==> config.mk <==
export PLATFORM = sky130hd
export DESIGN_NAME = rfd_top
export DESIGN_NICKNAME = d
export VERILOG_FILES = /design/src/rtl/rfd_pkg.sv /design/src/rtl/rfd_quadrant.sv /design/src/rtl/rfd_history.sv /design/src/rtl/rfd_steer.sv /design/src/rtl/rfd_top.sv
export SDC_FILE = /design/constraint.sdc
export NUM_CORES = 1
export LEC_CHECK = 0
export ABC_AREA = 0
export ABC_CLOCK_PERIOD_IN_PS = 2400
export CAP_MARGIN = 20
export CELL_PAD_IN_SITES_DETAIL_PLACEMENT = 0
export CELL_PAD_IN_SITES_GLOBAL_PLACEMENT = 1
export CORE_AREA = 2 2 39 41
export DETAILED_ROUTE_END_ITERATION = 8
export DIE_AREA = 0 0 41 43
export HOLD_SLACK_MARGIN = 0.1
export PLACE_DENSITY_LB_ADDON = 0.1
export SLEW_MARGIN = 0
export SYNTH_ARGS = -nofsm -noshare
export SYNTH_HDL_FRONTEND = slang
export SYNTH_SLANG_ARGS = --single-unit
==> constraint.sdc <==
create_clock -name clk -period 2.4 [get_ports clk]
set_input_delay 0.6 -clock clk [delete_from_list [all_inputs] [get_ports clk]]
set_output_delay 0.6 -clock clk [all_outputs]
set_load 0.05 [all_outputs]
==> src/rtl/rfd_pkg.sv <==
package rfd_pkg;
  // Number of clock phase samples per strobe (45 degree spacing).
  localparam int PH_N = 4;
  // Quadrant code width: one XOR per pair of phases 90 degrees apart.
  localparam int QW   = PH_N / 2;

  // Steering decision for one accepted beat.
  typedef enum logic [1:0] {
    STEER_NONE = 2'b00,
    STEER_UP   = 2'b01,
    STEER_DN   = 2'b10
  } steer_e;
endpackage

==> src/rtl/rfd_quadrant.sv <==
module rfd_quadrant #(
  parameter int NPH = rfd_pkg::PH_N,
  localparam int QW = NPH / 2
) (
  input  logic [NPH-1:0] phase_i,
  output logic [QW-1:0]  quad_o
);
  // Pair each phase with the one 90 degrees later; the first pair
  // lands in the most significant bit of the code.
  for (genvar k = 0; k < QW; k++) begin : g_pair
    assign quad_o[QW-1-k] = phase_i[k] ^ phase_i[k+QW];
  end
endmodule

==> src/rtl/rfd_history.sv <==
module rfd_history #(
  parameter int QW = rfd_pkg::QW
) (
  input  logic          clk,
  input  logic          rst,
  input  logic          load_i,
  input  logic [QW-1:0] cur_i,
  output logic [QW-1:0] prev_o,
  output logic          prev_ok_o
);
  always_ff @(posedge clk) begin
    if (rst) begin
      prev_o    <= '0;
      prev_ok_o <= 1'b0;
    end else if (load_i) begin
      prev_o    <= cur_i;
      prev_ok_o <= 1'b1;
    end
  end
endmodule

==> src/rtl/rfd_steer.sv <==
module rfd_steer #(
  parameter int QW = rfd_pkg::QW
) (
  input  logic          clk,
  input  logic          rst,
  input  logic          fire_i,
  input  logic          prev_ok_i,
  input  logic [QW-1:0] prev_i,
  input  logic [QW-1:0] cur_i,
  output logic          up_o,
  output logic          dn_o
);
  import rfd_pkg::*;

  // The watched boundary: code 0...0 and its Gray neighbour 1 0...0.
  localparam logic [QW-1:0] CODE_LOW  = '0;
  localparam logic [QW-1:0] CODE_HIGH = {1'b1, {(QW-1){1'b0}}};

  steer_e decide;

  always_comb begin
    decide = STEER_NONE;
    if (fire_i && prev_ok_i) begin
      if (prev_i == CODE_HIGH && cur_i == CODE_LOW)
        decide = STEER_UP;
      else if (prev_i == CODE_LOW && cur_i == CODE_HIGH)
        decide = STEER_DN;
    end
  end

  always_ff @(posedge clk) begin
    if (rst) begin
      up_o <= 1'b0;
      dn_o <= 1'b0;
    end else begin
      up_o <= (decide == STEER_UP);
      dn_o <= (decide == STEER_DN);
    end
  end
endmodule

==> src/rtl/rfd_top.sv <==
module rfd_top #(
  parameter int NPH = rfd_pkg::PH_N,
  localparam int QW = NPH / 2
) (
  input  logic           clk,
  input  logic           rst,
  input  logic           smp_valid,
  input  logic [NPH-1:0] smp_phase,
  output logic           up_o,
  output logic           dn_o
);
  logic [QW-1:0] cur_q;
  logic [QW-1:0] prev_q;
  logic          prev_ok;

  rfd_quadrant #(.NPH(NPH)) u_quad (
    .phase_i (smp_phase),
    .quad_o  (cur_q)
  );

  rfd_history #(.QW(QW)) u_hist (
    .clk       (clk),
    .rst       (rst),
    .load_i    (smp_valid),
    .cur_i     (cur_q),
    .prev_o    (prev_q),
    .prev_ok_o (prev_ok)
  );

  rfd_steer #(.QW(QW)) u_steer (
    .clk       (clk),
    .rst       (rst),
    .fire_i    (smp_valid),
    .prev_ok_i (prev_ok),
    .prev_i    (prev_q),
    .cur_i     (cur_q),
    .up_o      (up_o),
    .dn_o      (dn_o)
  );
endmodule

* Word level (Yosys, flattened, before mapping) *
Index checks and enable logic that the tools add are counted.

cells by class
  eq/ne operators = 4
  muxes and demuxes = 3
  bitwise gates (word level) = 2
  reduce and logical (&&, ||, !) cells = 5

operator list
  operator              count
  $eq A2 B2 Y1 const B  3
  $mux W2               3
  $logic_not A2 Y1      2
  $logic_and A1 B1 Y1   3
  $eq A2 B1 Y1 const B  1
  $xor A1 B1 Y1         2

word-level totals
  register bits after elaboration = 5
  output and inout bits = 2

* Depth between registers and ports, before layout *
  depth in word-level cells = 7
  mapped depth = 2

* Modules after synthesis *
A second synthesis with hierarchy kept.

second synthesis, totals
  cell total of the unflattened synthesis = 18
  area, all modules = 210.2 um^2

modules (own cells, without submodules)
  module        instances  cells each  area each (um^2)  seq. area each (um^2)
  rfd_steer     1          7           97.6              40.0
  rfd_history   1          9           95.1              60.1
  rfd_quadrant  1          2           17.5              0.0

* Least setup slack after synthesis *
No wires, ideal clock.

  path kind = register to output
  start = reg u_steer.dn_o
  end = out dn_o
  arrival time = 0.587 ns
  required time = 1.800 ns
  path slack = 1.213 ns
  cell stages (with the launch flop) = 1
  cells stage by stage = dfxtp_1

RTL lines
  item                    RTL line         text
  start, declared         rfd_steer.sv:11  output logic dn_o
  start signal, assigned  rfd_steer.sv:37  dn_o <= (decide == STEER_DN);
  end, declared           rfd_top.sv:10    output logic dn_o

No word-level cell between the ends.

* Worst setup path in the final report *
  start = reg u_steer.dn_o
  end = out dn_o

No word-level cell between the ends.

==> summary.txt <==
Drt
  • Number of design-rule violations left by the first detailed-router iteration: 5
  • Routed via count divided by cell count: 3.48
  • Total number of vias: 160
  • Final routed DRC violation total: 0
  • Detailed-route wire length: ~380 um
  • Wirelength per Cell: around 8 um
  • Post-route ant nets: 0
  • DR pass1 iterations: 2

Clocking
  • CTS Sinks: 5
  • Clk Tree Root Cell: sky130_fd_sc_hd__clkbuf_4
  • Clock-pin slew on the worst setup and hold paths: roughly 40 ps
  • Number of H-tree branching levels: 1
  • Cts bufs inserted: 3
  • Longest Clk Path Bufs: 2
  • Quantity of gates resized following cts: 0
  • Post-CTS Setup Bufs: 0
  • Clock tree from TritonCTS: done
  • Number of hold-repair buffers added at the cts stage: 0
  • Clock insertion delay at the later pin of the skew report: roughly 240 ps

Global route
  • Vias in the first global route: 153
  • Congestion Overflow GR: 0
  • Maximum number of pins on one net before global-route repair: 7
  • Total GRT Usage: under 10%
  • First-pass GRT wire length: roughly 630 um
  • Number of antenna violations at the first check in global routing: 0

Timing
  • Final critical path time including I/O delays and setup: 1930 ps
  • Period Utilization, post-route: between 80 and 90%
  • Max Slew Vio Count: 0
  • Clk_skew: between 0.3 and 0.4 ps
  • Number of setup violations in the final report: 0
  • Setup tns final: 0 ps
  • Maximum operating frequency: between 500 and 600 MHz
  • Transition time at the pin with the least slew margin: about 500 ps
  • Unrepaired setup endpoints after global routing: no
  • Normalized max-slew margin: 67.3%
  • Number of hold-slack violations in the final timing report: 0

Layout
  • Sequential cell area: 100 um2
  • Area of all placed cells without fillers: approximately 330 um2
  • Post-route non-filler standard cell count: 46
  • Net count reported at finish: 38
  • Area Overhead vs Synth: 63.5%
  • Most common library cell in the layout ignoring fill and taps: sky130_fd_sc_hd__clkdlybuf4s50_1
  • Commonest non-fill, non-tap cells in the layout: 8 x sky130_fd_sc_hd__clkdlybuf4s50_1, 5 x sky130_fd_sc_hd__dfxtp_1, 4 x sky130_fd_sc_hd__nor2_1
  • Multi-input gate area: 95.1 um2
  • Antenna cell count: 0
  • Number of inserted filler cells in the final layout: roughly 160
  • Share of cells above drive strength 1: 16.7%

Worst setup path
  • Reg2reg setup slack: approximately 1600 ps
  • Max incr delay on CP: between 700 and 800 ps
  • Delay-heaviest family, CP: buffers and inverters
  • Worst EP arrival: ~1300 ps
  • Type of element capturing the critical path: primary output
  • Critical path, cell by cell: clkdlybuf4s50_1
  • Highest fanout seen on the critical path: 1
  • Crit path buffers/inverters: 1
  • Critical path launch point type: flip-flop
  • Classification of the worst setup path: flip-flop to primary output
  • Data required time at the worst endpoint: around 1800 ps
  • Crit-path slowest cell: sky130_fd_sc_hd__clkdlybuf4s50_1

Floorplan
  • Initial core utilization: about 14%
  • Standard-cell row count: 14
  • Die Area: 0.00176 mm2
  • Die width: 41 um
  • IO Count: 9
  • Height of the die: 43 um
  • Core region area: ~0.0014 mm2

Placed design
  • Total instance count after detailed placement: between 40 and 50
  • Placement Cell Area: 299 um2
  • Routability congestion estimate from global placement: ~0.6
  • IO Port Bufs: 8

Power
  • Leakage power summed over all cells: between 0.1 and 0.15 nW
  • Pwr Total: 0.000218 W
  • Max VDD drop: between 0.1 and 0.15 mV
  • Pwr per Cell Area: 671 mW/mm2

Synthesis
  • Avg Cell Area, Syn: 11.1 um2
  • Post-Synthesis Cell Area: between 150 and 200 um2
  • Number of distinct library cells after synthesis: 9
  • Mapped Nets: 25
  • Sequential area share after synthesis: between 50% and 60%
  • Ys Warns: 0
  • Post-synthesis cell count: 18
  • Total of flip-flops plus latches after synthesis: 5

Outcome
  • Run status: completed

Worst hold path
  • Hold Crit Class: flip-flop to flip-flop

Flow run
  • Max-capacitance violation count: 0
[path summary, 6_finish.rpt]
path,start,end,cells past startpoint
worst max-delay path,u_steer.dn_o$_SDFF_PP0_,dn_o,1
worst min-delay path,u_hist.prev_o[1]$_SDFFE_PP0P_,u_steer.dn_o$_SDFF_PP0_,1
worst max register to register,u_hist.prev_o[0]$_SDFFE_PP0P_,u_steer.dn_o$_SDFF_PP0_,2
worst min register to register,u_hist.prev_o[1]$_SDFFE_PP0P_,u_steer.dn_o$_SDFF_PP0_,1
[cells by family after synthesis]
| family | synth area share, % |
|---|---|
| flops | 50.3 |
| buf+inv | 1.88 |
| compound gates | 7.54 |
| simple gates | 27.0 |
| xor+xnor | 13.2 |
[final cells by class]
cell class	instances	area share [%]
Inverter	1	1.15
Clock buffer	4	8.08
Timing Repair Buffer	8	24.6
Tap cell	16	6.15
Sequential cell	5	30.8
Multi-Input combinational cell	12	29.2
[synth_stat cells]
cell type                   instances  area (um2)
sky130_fd_sc_hd__dfxtp_1            5         100
sky130_fd_sc_hd__nor2_1             4        15.0
sky130_fd_sc_hd__xor2_1             1        8.76
sky130_fd_sc_hd__inv_1              1        3.75
sky130_fd_sc_hd__nor4b_2            1        15.0
sky130_fd_sc_hd__nor4_2             1        12.5
sky130_fd_sc_hd__xnor2_1            2        17.5
sky130_fd_sc_hd__nand4bb_1          1        11.3
sky130_fd_sc_hd__a211oi_1           2        15.0
[metal layers]
metal	GRT usage (%)	part of all wire [%]	routed length [um]
met3	3.14	6.6	25
met2	6.88	51	194
met4	12.0	0	0
met5	0	0	0
met1	6.11	42	158
[flip-flops by register name, indices dropped and copies added, names as in the netlist]
name	flops
u_steer.dn_o	1
u_hist.prev_o	2
u_hist.prev_ok_o	1
u_steer.up_o	1
[stage by stage]
stage / setup WS (ps) / util (%) / hold slack, ps
3_3_place_gp: 724 / 21.6 / 470
4_1_cts: 451 / 23.5 / 473
3_5_place_dp: 720 / 21.6 / 459
6_report: 468 / 23.5 / 467
2_1_floorplan: 1210 / - / 434
5_1_grt: 413 / 23.5 / 495
[report_power, final]
part	total [W]	internal, W	switching, W	leakage [nW]
sequential	0.0000899	0.0000876	0.00000236	0.0412
clock	0.000100	0.0000630	0.0000370	0.0150
combinational	0.0000282	0.0000161	0.0000121	0.0551
total	0.000218	0.000167	0.0000514	0.111
Power figures use the tool's default switching activity.
